**config.mk**
```make
export PLATFORM = sky130hd
export DESIGN_NAME = rot_event_monitor
export DESIGN_NICKNAME = d
export VERILOG_FILES = /design/src/rtl/rotmon_pkg.sv /design/src/rtl/rot_event_ctrl.sv /design/src/rtl/rot_event_dp.sv /design/src/rtl/rot_event_monitor.sv
export SDC_FILE = /design/constraint.sdc
export NUM_CORES = 1
export LEC_CHECK = 0
export BUFFER_PORTS_ARGS = -buffer_cell sky130_fd_sc_hd__buf_2
export CELL_PAD_IN_SITES_DETAIL_PLACEMENT = 1
export CELL_PAD_IN_SITES_GLOBAL_PLACEMENT = 1
export CORE_MARGIN = 4
export CORE_UTILIZATION = 37
export DETAILED_ROUTE_END_ITERATION = 10
export MAX_ROUTING_LAYER = met4
export PLACE_DENSITY_LB_ADDON = 0.1
export SLEW_MARGIN = 15
export SYNTH_ARGS = -nofsm -noshare
export SYNTH_HDL_FRONTEND = slang
export SYNTH_SLANG_ARGS = --single-unit
```
**constraint.sdc**
```tcl
create_clock -name clk -period 6.9 [get_ports clk]
set_clock_uncertainty 0.1 [all_clocks]
set_input_delay 0.69 -clock clk [delete_from_list [all_inputs] [get_ports clk]]
set_output_delay 0.69 -clock clk [all_outputs]
set_load 0.02 [all_outputs]
```
**src/rtl/rotmon_pkg.sv**
```systemverilog
package rotmon_pkg;
  localparam int EV_N    = 5;
  localparam int EV_UNF  = 0;
  localparam int EV_OVF  = 1;
  localparam int EV_CMP  = 2;
  localparam int EV_IDX  = 3;
  localparam int EV_PERR = 4;

  typedef struct packed {
    logic inc;
    logic dec;
    logic ovf;
    logic unf;
    logic idx;
    logic posErr;
  } ctrl_strobe_t;
endpackage

```
**src/rtl/rot_event_ctrl.sv**
```systemverilog
module rot_event_ctrl
  import rotmon_pkg::*;
#(
  parameter int ROT_W = 12,
  parameter int POS_W = 16
) (
  input  logic             fwdWrap,
  input  logic             revWrap,
  input  logic             indexPulse,
  input  logic             indexEn,
  input  logic [POS_W-1:0] posCount,
  input  logic [ROT_W-1:0] rotCount,
  output ctrl_strobe_t     strobe
);
  localparam logic [ROT_W-1:0] ROT_MAX = '1;

  always_comb begin
    strobe.inc    = fwdWrap & ~revWrap;
    strobe.dec    = revWrap & ~fwdWrap;
    strobe.ovf    = strobe.inc && (rotCount == ROT_MAX);
    strobe.unf    = strobe.dec && (rotCount == '0);
    strobe.idx    = indexPulse & indexEn;
    strobe.posErr = strobe.idx && (posCount != '0);
  end
endmodule

```
**src/rtl/rot_event_dp.sv**
```systemverilog
module rot_event_dp
  import rotmon_pkg::*;
#(
  parameter int ROT_W = 12
) (
  input  logic             clk,
  input  logic             rstN,
  input  ctrl_strobe_t     strobe,
  input  logic [ROT_W-1:0] cmpValue,
  input  logic             maskWrEn,
  input  logic [EV_N-1:0]  maskWrData,
  input  logic [EV_N-1:0]  clearStatus,
  output logic [ROT_W-1:0] rotCount,
  output logic [EV_N-1:0]  status,
  output logic [EV_N-1:0]  mask,
  output logic             irq
);
  logic            eqNow;
  logic            eqPrev;
  logic [EV_N-1:0] setVec;

  // rotation counter
  always_ff @(posedge clk) begin
    if (!rstN)           rotCount <= '0;
    else if (strobe.inc) rotCount <= rotCount + 1'b1;
    else if (strobe.dec) rotCount <= rotCount - 1'b1;
  end

  // edge detect on equality so a lasting match fires once
  assign eqNow = (rotCount == cmpValue);
  always_ff @(posedge clk) begin
    if (!rstN) eqPrev <= 1'b0;
    else       eqPrev <= eqNow;
  end

  always_comb begin
    setVec          = '0;
    setVec[EV_UNF]  = strobe.unf;
    setVec[EV_OVF]  = strobe.ovf;
    setVec[EV_CMP]  = eqNow & ~eqPrev;
    setVec[EV_IDX]  = strobe.idx;
    setVec[EV_PERR] = strobe.posErr;
  end

  // sticky status, set beats clear
  for (genvar k = 0; k < EV_N; k++) begin : g_status
    always_ff @(posedge clk) begin
      if (!rstN)          status[k] <= 1'b0;
      else if (setVec[k]) status[k] <= 1'b1;
      else if (clearStatus[k]) status[k] <= 1'b0;
    end
  end

  always_ff @(posedge clk) begin
    if (!rstN)         mask <= '0;
    else if (maskWrEn) mask <= maskWrData;
  end

  assign irq = |(status & ~mask);
endmodule

```
**src/rtl/rot_event_monitor.sv**
```systemverilog
module rot_event_monitor
  import rotmon_pkg::*;
#(
  parameter int ROT_W = 12,
  parameter int POS_W = 16
) (
  input  logic             clk,
  input  logic             rstN,
  input  logic             fwdWrap,
  input  logic             revWrap,
  input  logic             indexPulse,
  input  logic             indexEn,
  input  logic [POS_W-1:0] posCount,
  input  logic [ROT_W-1:0] cmpValue,
  input  logic             maskWrEn,
  input  logic [4:0]       maskWrData,
  input  logic [4:0]       clearStatus,
  output logic [ROT_W-1:0] rotCount,
  output logic [4:0]       status,
  output logic [4:0]       mask,
  output logic             irq
);
  ctrl_strobe_t strobe;

  rot_event_ctrl #(.ROT_W(ROT_W), .POS_W(POS_W)) u_ctrl (
    .fwdWrap(fwdWrap), .revWrap(revWrap), .indexPulse(indexPulse),
    .indexEn(indexEn), .posCount(posCount), .rotCount(rotCount),
    .strobe(strobe)
  );

  rot_event_dp #(.ROT_W(ROT_W)) u_dp (
    .clk(clk), .rstN(rstN), .strobe(strobe), .cmpValue(cmpValue),
    .maskWrEn(maskWrEn), .maskWrData(maskWrData), .clearStatus(clearStatus),
    .rotCount(rotCount), .status(status), .mask(mask), .irq(irq)
  );
endmodule

```
# [Word-level counts from Yosys, hierarchy flattened]
# Index checks and enable logic that the tools add are counted.
[totals] reg_bits=23 latch_bits=0 mem_bits_rw=0 rom_bits=0 inputBits=45 output_inout_bits=23 mem_count=0
[classes] add_sub_neg=2 n_mul=0 div_mod_pow=0 order_cmp=0 eq_ne=2 shift=0 muxes=12 bitwise_logic=9 reduce_logical=12
[ops] cell="two-way mux 12 bit" count=2
[ops] cell="nonzero test 16 bit" count=1
[ops] cell="adder 12 x 1 -> 12 bit (second input constant)" count=1
[ops] cell="equality test 12 bit" count=1
[ops] cell="equality test 12 bit (second input constant)" count=1
[ops] cell="logical NOT 12 bit" count=1
[ops] cell="nonzero test 2 bit" count=6
[ops] cell="subtractor 12 x 1 -> 12 bit (second input constant)" count=1
[ops] cell="two-way mux 1 bit" count=10
[ops] cell="bitwise AND 5 bit" count=1
[ops] cell="inverter 5 bit" count=1
[ops] cell="OR reduction 5 bit" count=1
[ops] cell="bitwise AND 1 bit" count=4
[ops] cell="logical AND 1 bit" count=3
[ops] cell="inverter 1 bit" count=3

# [Longest topological paths before layout]
# Gate-level depths: netlist of run 1.
[depth] word_depth=4 mapped_depth=9 ltp_nobuf=9

# [Modules after synthesis]
# Synthesis of run 1 repeated with hierarchy kept, for this count alone.
[hier_totals] hier_cells=184 area_unflattened_um2=1534.0
[by_module_without_submodules] module="rot_event_dp" instances=1 cells_per_inst=166 area_per_inst_um2=1421.4 seq_area_each_um2=460.4
[by_module_without_submodules] module="rot_event_ctrl" instances=1 cells_per_inst=18 area_per_inst_um2=112.6 seq_area_each_um2=0.0

# [Least setup slack after synthesis of run 1]
# No wires, ideal clock.
[synth_timing] path_kind="input -> register" start="in revWrap" end="reg u_dp.rotCount[10]" setup_time_ps=120 arrival_time_ps=2596 t_required_ps=6680 path_slack_ps=4084 cell_stages=9 path_buffers=0 cell_sequence="inv_1 ha_1 inv_1 ha_1 a21oi_1 o21ai_1 o21ai_0 mux2_2 a211o_1"
[synth_between] elab_chain_cells=3 elab_cells_between_ends=5
[synth_rtl] element="from (decl)" line_no="rot_event_monitor.sv:10" source="input logic revWrap,"
[synth_rtl] element="inverter 1 bit" line_no="rot_event_ctrl.sv:18" source="strobe.inc = fwdWrap & ~revWrap;"
[synth_rtl] element="bitwise AND 1 bit" line_no="rot_event_ctrl.sv:18"
[synth_rtl] element="two-way mux 12 bit / nonzero test 2 bit (equally long branches)"
[synth_rtl] element="to (signal assigned)" line_no="rot_event_dp.sv:25" source="else if (strobe.inc) rotCount <= rotCount + 1'b1;"
[synth_rtl] element="to (signal assigned)" line_no="rot_event_dp.sv:26" source="else if (strobe.dec) rotCount <= rotCount - 1'b1;"
[synth_rtl] element="to (decl)" line_no="rot_event_dp.sv:13" source="output logic [ROT_W-1:0] rotCount,"
# Several ways; a longest one is shown, not always the timed one.
# A chain may end at the register's enable or synchronous reset.

# [Final worst setup path of run 1]
# Same ends and word-level chain as after synthesis.

==> impl_metrics.xml, run 1 <==
<?xml version="1.0" encoding="UTF-8"?>
<metrics>
  <group name="layout">
    <metric name="final_layout_size_suffix_gt1_share" unit="%">29.0</metric>
    <metric name="flow.area_growth_from_synthesis" unit="%">23.7</metric>
    <metric name="finalNetCount" unit="">321</metric>
    <metric name="antenna_cells" unit="">0</metric>
  </group>
  <group name="timing">
    <metric name="final_max_slew_violation_count" unit="">0</metric>
    <metric name="report.final.setup_viol" unit="">0</metric>
    <metric name="clock.fmax" unit="MHz">340</metric>
    <metric name="setup_tns_after_final_layout" unit="ns">0</metric>
    <metric name="relSlewSlack" unit="%">47.3</metric>
    <metric name="final_critical_path_setup_slack" unit="ns">3.96</metric>
    <metric name="timing_worst_slew_pin_value" unit="ns">0.791</metric>
    <metric name="hold_ws" unit="ns">0.322</metric>
    <metric name="final-hold-violation-count" unit="">0</metric>
    <metric name="finalCriticalPeriod" unit="ns">2.94</metric>
    <metric name="rsz0062_at_grt" unit="">no</metric>
    <metric name="post-route-period-util" unit="%">42.7</metric>
  </group>
  <group name="yosys">
    <metric name="post_synth_inst_count" unit="">201</metric>
    <metric name="synth_fp_nets" unit="">259</metric>
    <metric name="synth_async_sr_flop_share" unit="%">0</metric>
    <metric name="post-synth-top-area-fraction" unit="%">27.3</metric>
    <metric name="synthTopCellsByArea" unit="">sky130_fd_sc_hd__dfxtp_1, sky130_fd_sc_hd__ha_1, sky130_fd_sc_hd__xnor2_1, sky130_fd_sc_hd__mux2i_1, sky130_fd_sc_hd__nand3_1</metric>
    <metric name="synth_largest_area_cell" unit="">sky130_fd_sc_hd__dfxtp_1</metric>
    <metric name="ys_seq_elements" unit="">23</metric>
    <metric name="synth.distinct_cells" unit="">49</metric>
    <metric name="synth_enable_flop_cells" unit="">0</metric>
    <metric name="ys_warn_count" unit="">0</metric>
    <metric name="yosysMostFrequentCell" unit="">sky130_fd_sc_hd__dfxtp_1</metric>
    <metric name="postSynthAreaPerCell" unit="sq um">8.39</metric>
    <metric name="seq_area_frac_synth" unit="%">27.3</metric>
    <metric name="netlist_area_before_placement" unit="sq um">1690</metric>
    <metric name="synth_flop_cell" unit="">sky130_fd_sc_hd__dfxtp_1</metric>
    <metric name="ranking_of_synthesized_cells_by_instance_count" unit="">sky130_fd_sc_hd__dfxtp_1, sky130_fd_sc_hd__nand2_1, sky130_fd_sc_hd__xnor2_1, sky130_fd_sc_hd__ha_1, sky130_fd_sc_hd__nand3_1</metric>
  </group>
  <group name="floorplan">
    <metric name="fp.dieArea" unit="sq um">5700</metric>
    <metric name="initial_utilization" unit="%">38.5</metric>
    <metric name="die-height" unit="microns">75.5</metric>
    <metric name="num_rows" unit="">24</metric>
    <metric name="io-pin-count" unit="">68</metric>
    <metric name="die_width" unit="microns">75.5</metric>
    <metric name="floorplan.core_area" unit="sq um">4380</metric>
  </group>
  <group name="cts">
    <metric name="cts-root-buf" unit="">sky130_fd_sc_hd__clkbuf_8</metric>
    <metric name="cts_hold_repair.buffers" unit="">0</metric>
    <metric name="clkSinkCount" unit="">23</metric>
    <metric name="clk-insertion-delay-late" unit="ns">0.27</metric>
    <metric name="clockBufferDepth" unit="">2</metric>
    <metric name="cts_htree_levels" unit="">1</metric>
    <metric name="post_cts_sizing" unit="">0</metric>
    <metric name="numCtsBuffers" unit="">3</metric>
    <metric name="cts_tree" unit="">yes</metric>
    <metric name="path_clk_slew" unit="ns">0.09</metric>
    <metric name="buffers_inserted_during_post_cts_setup_optimization" unit="">0</metric>
  </group>
  <group name="power">
    <metric name="peakVddDrop" unit="uV">148</metric>
    <metric name="power_density" unit="nW/um^2">301</metric>
    <metric name="report.power.total" unit="mW">0.629</metric>
    <metric name="power_leakage" unit="nW">0.958</metric>
  </group>
  <group name="critical_path">
    <metric name="worstPathBufferInverterCount" unit="">3</metric>
    <metric name="criticalPathCategory" unit="">input pin to register</metric>
    <metric name="timing.critical_path.max_delay_family" unit="">compound AO/OA/AOI/OAI gates</metric>
    <metric name="critPathMaxStageDelay" unit="ns">0.36</metric>
    <metric name="timing.critical_path.arrival" unit="ns">3.01</metric>
    <metric name="critical_path.startpoint_type" unit="">input pin</metric>
    <metric name="end_kind" unit="">register</metric>
    <metric name="cpMaxStageDelayCell" unit="">sky130_fd_sc_hd__ha_1</metric>
    <metric name="critical_path.max_fanout" unit="">13</metric>
    <metric name="critical_path.cell_chain" unit="">buf_2 -&gt; inv_1 -&gt; ha_1 -&gt; inv_1 -&gt; ha_1 -&gt; a21oi_1 -&gt; o21ai_1 -&gt; o21ai_0 -&gt; mux2_2 -&gt; a211o_1</metric>
    <metric name="timing.critical_path.required" unit="ns">6.96</metric>
  </group>
  <group name="drt">
    <metric name="vias_per_cell" unit="">5.48</metric>
    <metric name="final_antenna_net_count" unit="">0</metric>
    <metric name="vias" unit="">1722</metric>
    <metric name="dr.first_iter.drc_count" unit="">49</metric>
    <metric name="post-route-drc-count" unit="">0</metric>
    <metric name="drt_pass1_iterations" unit="">4</metric>
    <metric name="route.final.wire_length" unit="mm">5.02</metric>
    <metric name="post_drt_wl_per_cell" unit="microns">16.0</metric>
  </group>
  <group name="place">
    <metric name="place_ws" unit="ns">3.67</metric>
    <metric name="place.gp.congestion" unit="">0.787</metric>
    <metric name="hpwl" unit="mm">4.05</metric>
    <metric name="port_buffers" unit="">67</metric>
  </group>
  <group name="grt">
    <metric name="grt_pass1_vias" unit="">1682</metric>
    <metric name="antenna_found_initial" unit="">0</metric>
    <metric name="grt_first_pass_wirelength" unit="mm">8.18</metric>
    <metric name="grt.overflow.total" unit="">0</metric>
    <metric name="grt.total_usage" unit="%">19.0</metric>
    <metric name="grt_max_degree" unit="">39</metric>
  </group>
  <group name="outcome">
    <metric name="status" unit="">finished clean</metric>
  </group>
  <group name="flow_run">
    <metric name="max_cap_viol_count" unit="">0</metric>
  </group>
  <group name="min_path">
    <metric name="worst_hold_path_type" unit="">register to register</metric>
  </group>
</metrics>
-- area by class of cell --
class | instances | area [sq um]
sequential | 23 | 460
tap | 52 | 65.1
clock inverter | 1 | 5.00
fill | 569 | 2300
clock buffer | 3 | 41.3
timing repair buffer | 67 | 335
inverter | 10 | 37.5
multi-input combinational | 158 | 1140
-- final timing paths --
path / from / endpoint / slack [ns] / cells past startpoint
setup reg to reg: u_dp.rotCount[4]$_SDFFE_PN0P_ / u_dp.rotCount[10]$_SDFFE_PN0P_ / 4.60 / 6
hold / removal: u_dp.eqPrev$_SDFF_PN0_ / u_dp.status[2]$_SDFFE_PN0P_ / 0.32 / 1
setup / recovery: revWrap / u_dp.rotCount[10]$_SDFFE_PN0P_ / 3.96 / 10
hold reg to reg: u_dp.eqPrev$_SDFF_PN0_ / u_dp.status[2]$_SDFFE_PN0P_ / 0.32 / 1
-- registers in the layout, indices dropped and copies added (netlist names) --
name	count
u_dp.status	5
u_dp.mask	5
u_dp.eqPrev	1
u_dp.rotCount	12
-- per-layer routing --
layer / part of all wire [%] / vias up / GRT usage [%]
li1: - / 860 / -
met1: 46 / 822 / 25.0
met2: 48 / 36 / 31.4
met3: 5.5 / 4 / 1.98
met4: 0.80 / 0 / 4.66
met5: 0 / - / -
-- worst register-to-register path: cells and delay by family (launching register included) --
family / cells / cell delay (ns)
flops: 1 / 0.50
mux: 1 / 0.35
compound gates: 4 / 0.92
fa+ha+maj: 1 / 0.34
-- stage by stage --
step | util (%) | std cells | cell area (sq um)
final | 47.6 | 314 | 2090
after global routing | 47.6 | 314 | 2090
after CTS | 47.6 | 314 | 2090
after detailed placement | 46.5 | 310 | 2040
after global placement | 46.5 | 310 | 2040
after floorplan | - | 201 | 1690
-- cells by family after synthesis --
kind of cell / synth area share [%]
AO/OA/AOI/OAI: 17.4
XOR/XNOR: 8.83
flip-flops: 27.3
multiplexers: 4.90
adder cells (fa/ha/maj): 10.1
AND/OR/NAND/NOR: 26.6
buffers and inverters: 4.97
-- cells in the final DEF (no fill, tap or decap), types with 2 or more instances in the layout --
cell                       instances
sky130_fd_sc_hd__a21boi_0          2
sky130_fd_sc_hd__a21oi_1          10
sky130_fd_sc_hd__a31oi_1           2
sky130_fd_sc_hd__and2_1            5
sky130_fd_sc_hd__and3_1            4
sky130_fd_sc_hd__buf_2            67
sky130_fd_sc_hd__clkbuf_8          3
sky130_fd_sc_hd__dfxtp_1          23
sky130_fd_sc_hd__ha_1             12
sky130_fd_sc_hd__inv_1            10
sky130_fd_sc_hd__mux2_2            2
sky130_fd_sc_hd__mux2i_1           6
sky130_fd_sc_hd__nand2_1          13
sky130_fd_sc_hd__nand2b_1          3
sky130_fd_sc_hd__nand3_1          12
sky130_fd_sc_hd__nand3b_1          2
sky130_fd_sc_hd__nand4_1           6
sky130_fd_sc_hd__nand4b_1          2
sky130_fd_sc_hd__nor2_1            7
sky130_fd_sc_hd__nor2b_1           7
sky130_fd_sc_hd__nor3_1            3
sky130_fd_sc_hd__nor4_1            7
sky130_fd_sc_hd__o211ai_1          3
sky130_fd_sc_hd__o21a_1            3
sky130_fd_sc_hd__o21ai_0           9
sky130_fd_sc_hd__or4b_1            2
sky130_fd_sc_hd__xnor2_1          13
sky130_fd_sc_hd__xor2_1            4
-- power breakdown --
group,switching (mW),leakage (nW),internal [mW]
Combinational,0.188,0.743,0.145
Sequential,0.0520,0.189,0.158
Clock,0.0457,0.0255,0.0404
(Power assumes the default switching activity.)
==> run 2: changes to the inputs <==
CORE_UTILIZATION = 34   (was 37)
clock period = 3.05 ns   (was 6.9 ns; I/O delays follow)
==> run 2 against run 1 <==
- utilization fell by 3.2 points
- setup slack got worse by 3.4 ns
- combinational power rose by 130%
- largest cell class unchanged
==> impl_metrics.xml, run 2 (same netlist as run 1, synthesis figures left out) <==
<?xml version="1.0" encoding="UTF-8"?>
<metrics>
  <group name="grt">
    <metric name="grt_max_degree" unit="">39</metric>
    <metric name="antenna_found_initial" unit="">0</metric>
    <metric name="grt.total_usage" unit="%">16.8</metric>
    <metric name="grt.overflow.total" unit="">0</metric>
    <metric name="grt_first_pass_wirelength" unit="mm">8.20</metric>
    <metric name="grt_pass1_vias" unit="">1710</metric>
  </group>
  <group name="floorplan">
    <metric name="die_width" unit="microns">78.4</metric>
    <metric name="num_rows" unit="">25</metric>
    <metric name="fp.dieArea" unit="sq um">6150</metric>
    <metric name="initial_utilization" unit="%">35.5</metric>
    <metric name="io-pin-count" unit="">68</metric>
    <metric name="floorplan.core_area" unit="sq um">4750</metric>
    <metric name="die-height" unit="microns">78.4</metric>
  </group>
  <group name="critical_path">
    <metric name="cpMaxStageDelayCell" unit="">sky130_fd_sc_hd__ha_1</metric>
    <metric name="timing.critical_path.required" unit="ns">3.11</metric>
    <metric name="critPathMaxStageDelay" unit="ns">0.36</metric>
    <metric name="timing.critical_path.arrival" unit="ns">2.57</metric>
    <metric name="critical_path.startpoint_type" unit="">input pin</metric>
    <metric name="rr_worst_depth" unit="">6</metric>
    <metric name="critical_path.cell_chain" unit="">buf_2 -&gt; inv_1 -&gt; ha_1 -&gt; inv_1 -&gt; ha_1 -&gt; a21oi_1 -&gt; o21ai_1 -&gt; o21ai_0 -&gt; mux2_2 -&gt; a211o_1</metric>
    <metric name="worstPathBufferInverterCount" unit="">3</metric>
    <metric name="rr_endpoint" unit="">u_dp.rotCount[10]$_SDFFE_PN0P_</metric>
    <metric name="crit-reg2reg-launch" unit="">u_dp.rotCount[4]$_SDFFE_PN0P_</metric>
    <metric name="timing.critical_path.depth" unit="">10</metric>
    <metric name="criticalPathCategory" unit="">input pin to register</metric>
    <metric name="timing.critical_path.max_delay_family" unit="">compound AO/OA/AOI/OAI gates</metric>
    <metric name="critical_path.max_fanout" unit="">13</metric>
    <metric name="end_kind" unit="">register</metric>
    <metric name="r2r_setup_slack" unit="ns">0.82</metric>
  </group>
  <group name="min_path">
    <metric name="worst_hold_path_type" unit="">input pin to register</metric>
    <metric name="hold_path.startpoint" unit="">maskWrData[0]</metric>
    <metric name="worst_hold_path.endpoint" unit="">u_dp.mask[0]$_SDFFE_PN0P_</metric>
    <metric name="timing.hold.worst_path_depth" unit="">3</metric>
  </group>
  <group name="layout">
    <metric name="antenna_cells" unit="">0</metric>
    <metric name="most_common_library_cell_in_the_layout_ignoring_fill_and_taps" unit="">sky130_fd_sc_hd__buf_2</metric>
    <metric name="finalNetCount" unit="">322</metric>
    <metric name="layout.cells.non_filler" unit="">330</metric>
    <metric name="final_layout_size_suffix_gt1_share" unit="%">28.9</metric>
    <metric name="largest-register" unit="">u_dp.rotCount</metric>
    <metric name="largest_register_ff_count" unit="">12</metric>
    <metric name="layout.cells.most_common_list" unit="">sky130_fd_sc_hd__buf_2, sky130_fd_sc_hd__dfxtp_1, sky130_fd_sc_hd__nand2_1, sky130_fd_sc_hd__xnor2_1</metric>
    <metric name="flow.area_growth_from_synthesis" unit="%">25.2</metric>
    <metric name="top_regs" unit="">u_dp.rotCount (12), u_dp.mask (5), u_dp.status (5)</metric>
  </group>
  <group name="power">
    <metric name="peakVddDrop" unit="uV">298</metric>
    <metric name="power_leakage" unit="nW">0.959</metric>
    <metric name="power_density" unit="nW/um^2">675</metric>
  </group>
  <group name="drt">
    <metric name="final_antenna_net_count" unit="">0</metric>
    <metric name="dr.first_iter.drc_count" unit="">39</metric>
    <metric name="vias_per_cell" unit="">5.16</metric>
    <metric name="vias" unit="">1702</metric>
    <metric name="drt_pass1_iterations" unit="">4</metric>
    <metric name="post-route-drc-count" unit="">0</metric>
    <metric name="post_drt_wl_per_cell" unit="microns">14.8</metric>
    <metric name="route.final.wire_length" unit="mm">4.88</metric>
  </group>
  <group name="cts">
    <metric name="path_clk_slew" unit="ns">0.09</metric>
    <metric name="numCtsBuffers" unit="">3</metric>
    <metric name="cts_tree" unit="">yes</metric>
    <metric name="cts_hold_repair.buffers" unit="">0</metric>
    <metric name="clockBufferDepth" unit="">2</metric>
    <metric name="clk-insertion-delay-late" unit="ns">0.26</metric>
    <metric name="post_cts_sizing" unit="">0</metric>
    <metric name="buffers_inserted_during_post_cts_setup_optimization" unit="">0</metric>
    <metric name="cts-root-buf" unit="">sky130_fd_sc_hd__clkbuf_8</metric>
    <metric name="clkSinkCount" unit="">23</metric>
    <metric name="cts_htree_levels" unit="">1</metric>
  </group>
  <group name="place">
    <metric name="hpwl" unit="mm">3.98</metric>
    <metric name="numPlacedInstances" unit="">326</metric>
    <metric name="place.gp.congestion" unit="">0.765</metric>
    <metric name="port_buffers" unit="">67</metric>
  </group>
  <group name="flow_run">
    <metric name="max_cap_viol_count" unit="">0</metric>
  </group>
  <group name="timing">
    <metric name="clock.fmax" unit="MHz">398</metric>
    <metric name="setup_tns_after_final_layout" unit="ns">0</metric>
    <metric name="post-route-period-util" unit="%">82.3</metric>
    <metric name="timing_worst_slew_pin_value" unit="ns">0.760</metric>
    <metric name="report.final.setup_viol" unit="">0</metric>
    <metric name="final-hold-violation-count" unit="">0</metric>
    <metric name="relSlewSlack" unit="%">49.3</metric>
    <metric name="final_max_slew_violation_count" unit="">0</metric>
    <metric name="finalCriticalPeriod" unit="ns">2.51</metric>
    <metric name="rsz0062_at_grt" unit="">no</metric>
  </group>
  <group name="outcome">
    <metric name="status" unit="">finished clean</metric>
  </group>
</metrics>
[run 2: worst max-delay path by stage]
| stage | end | start | slack (ns) |
|---|---|---|---|
| floorplan | u_dp.rotCount[10]$_SDFFE_PN0P_ | revWrap | 0.62 |
| global placement | u_dp.rotCount[10]$_SDFFE_PN0P_ | fwdWrap | 0.33 |
| detailed placement | u_dp.rotCount[10]$_SDFFE_PN0P_ | revWrap | 0.25 |
| CTS | u_dp.rotCount[10]$_SDFFE_PN0P_ | revWrap | 0.54 |
| global route | u_dp.rotCount[10]$_SDFFE_PN0P_ | revWrap | 0.38 |
| finish | u_dp.rotCount[10]$_SDFFE_PN0P_ | revWrap | 0.54 |
[run 2: power by group]
part	switching (mW)	internal (mW)	total (mW)
combinational	0.422	0.335	0.757
sequential	0.115	0.358	0.473
clock	0.102	0.0933	0.195
[run 2: tightest hold or removal path, cell delays in order]
cell                      delay, ns
sky130_fd_sc_hd__buf_2         0.07
sky130_fd_sc_hd__mux2i_1       0.05
sky130_fd_sc_hd__nor2b_1       0.09
[run 2: area by class of cell]
cell class	count	area (sq um)
Clock buffer	4	45.0
Fill cell	628	2640
Inverter	10	37.5
Multi-Input combinational cell	158	1140
Sequential cell	23	460
Tap cell	67	83.8
Timing Repair Buffer	68	343
[run 2: metal layers]
| layer | track usage [%] | up-vias | share of wire, % | routed length, microns |
|---|---|---|---|---|
| met5 | - | - | 0 | 0 |
| met2 | 27.7 | 44 | 46 | 2240 |
| li1 | - | 859 | - | - |
| met3 | 2.41 | 4 | 4.1 | 199 |
| met1 | 22.3 | 795 | 49 | 2410 |
| met4 | 3.15 | 0 | 0.57 | 28 |
[run 2: metrics by stage]
stage | hold WS (ns) | area (sq um) | power, mW | util [%] | setup WS, ns
after floorplan | 0.297 | 1690 | 1.01 | - | 0.619
after global placement | 0.310 | 2070 | 1.25 | 43.5 | 0.327
after detailed placement | 0.320 | 2070 | 1.25 | 43.5 | 0.253
after CTS | 0.192 | 2110 | 1.45 | 44.4 | 0.538
after global routing | 0.205 | 2110 | 1.57 | 44.4 | 0.378
final | 0.192 | 2110 | 1.43 | 44.4 | 0.540
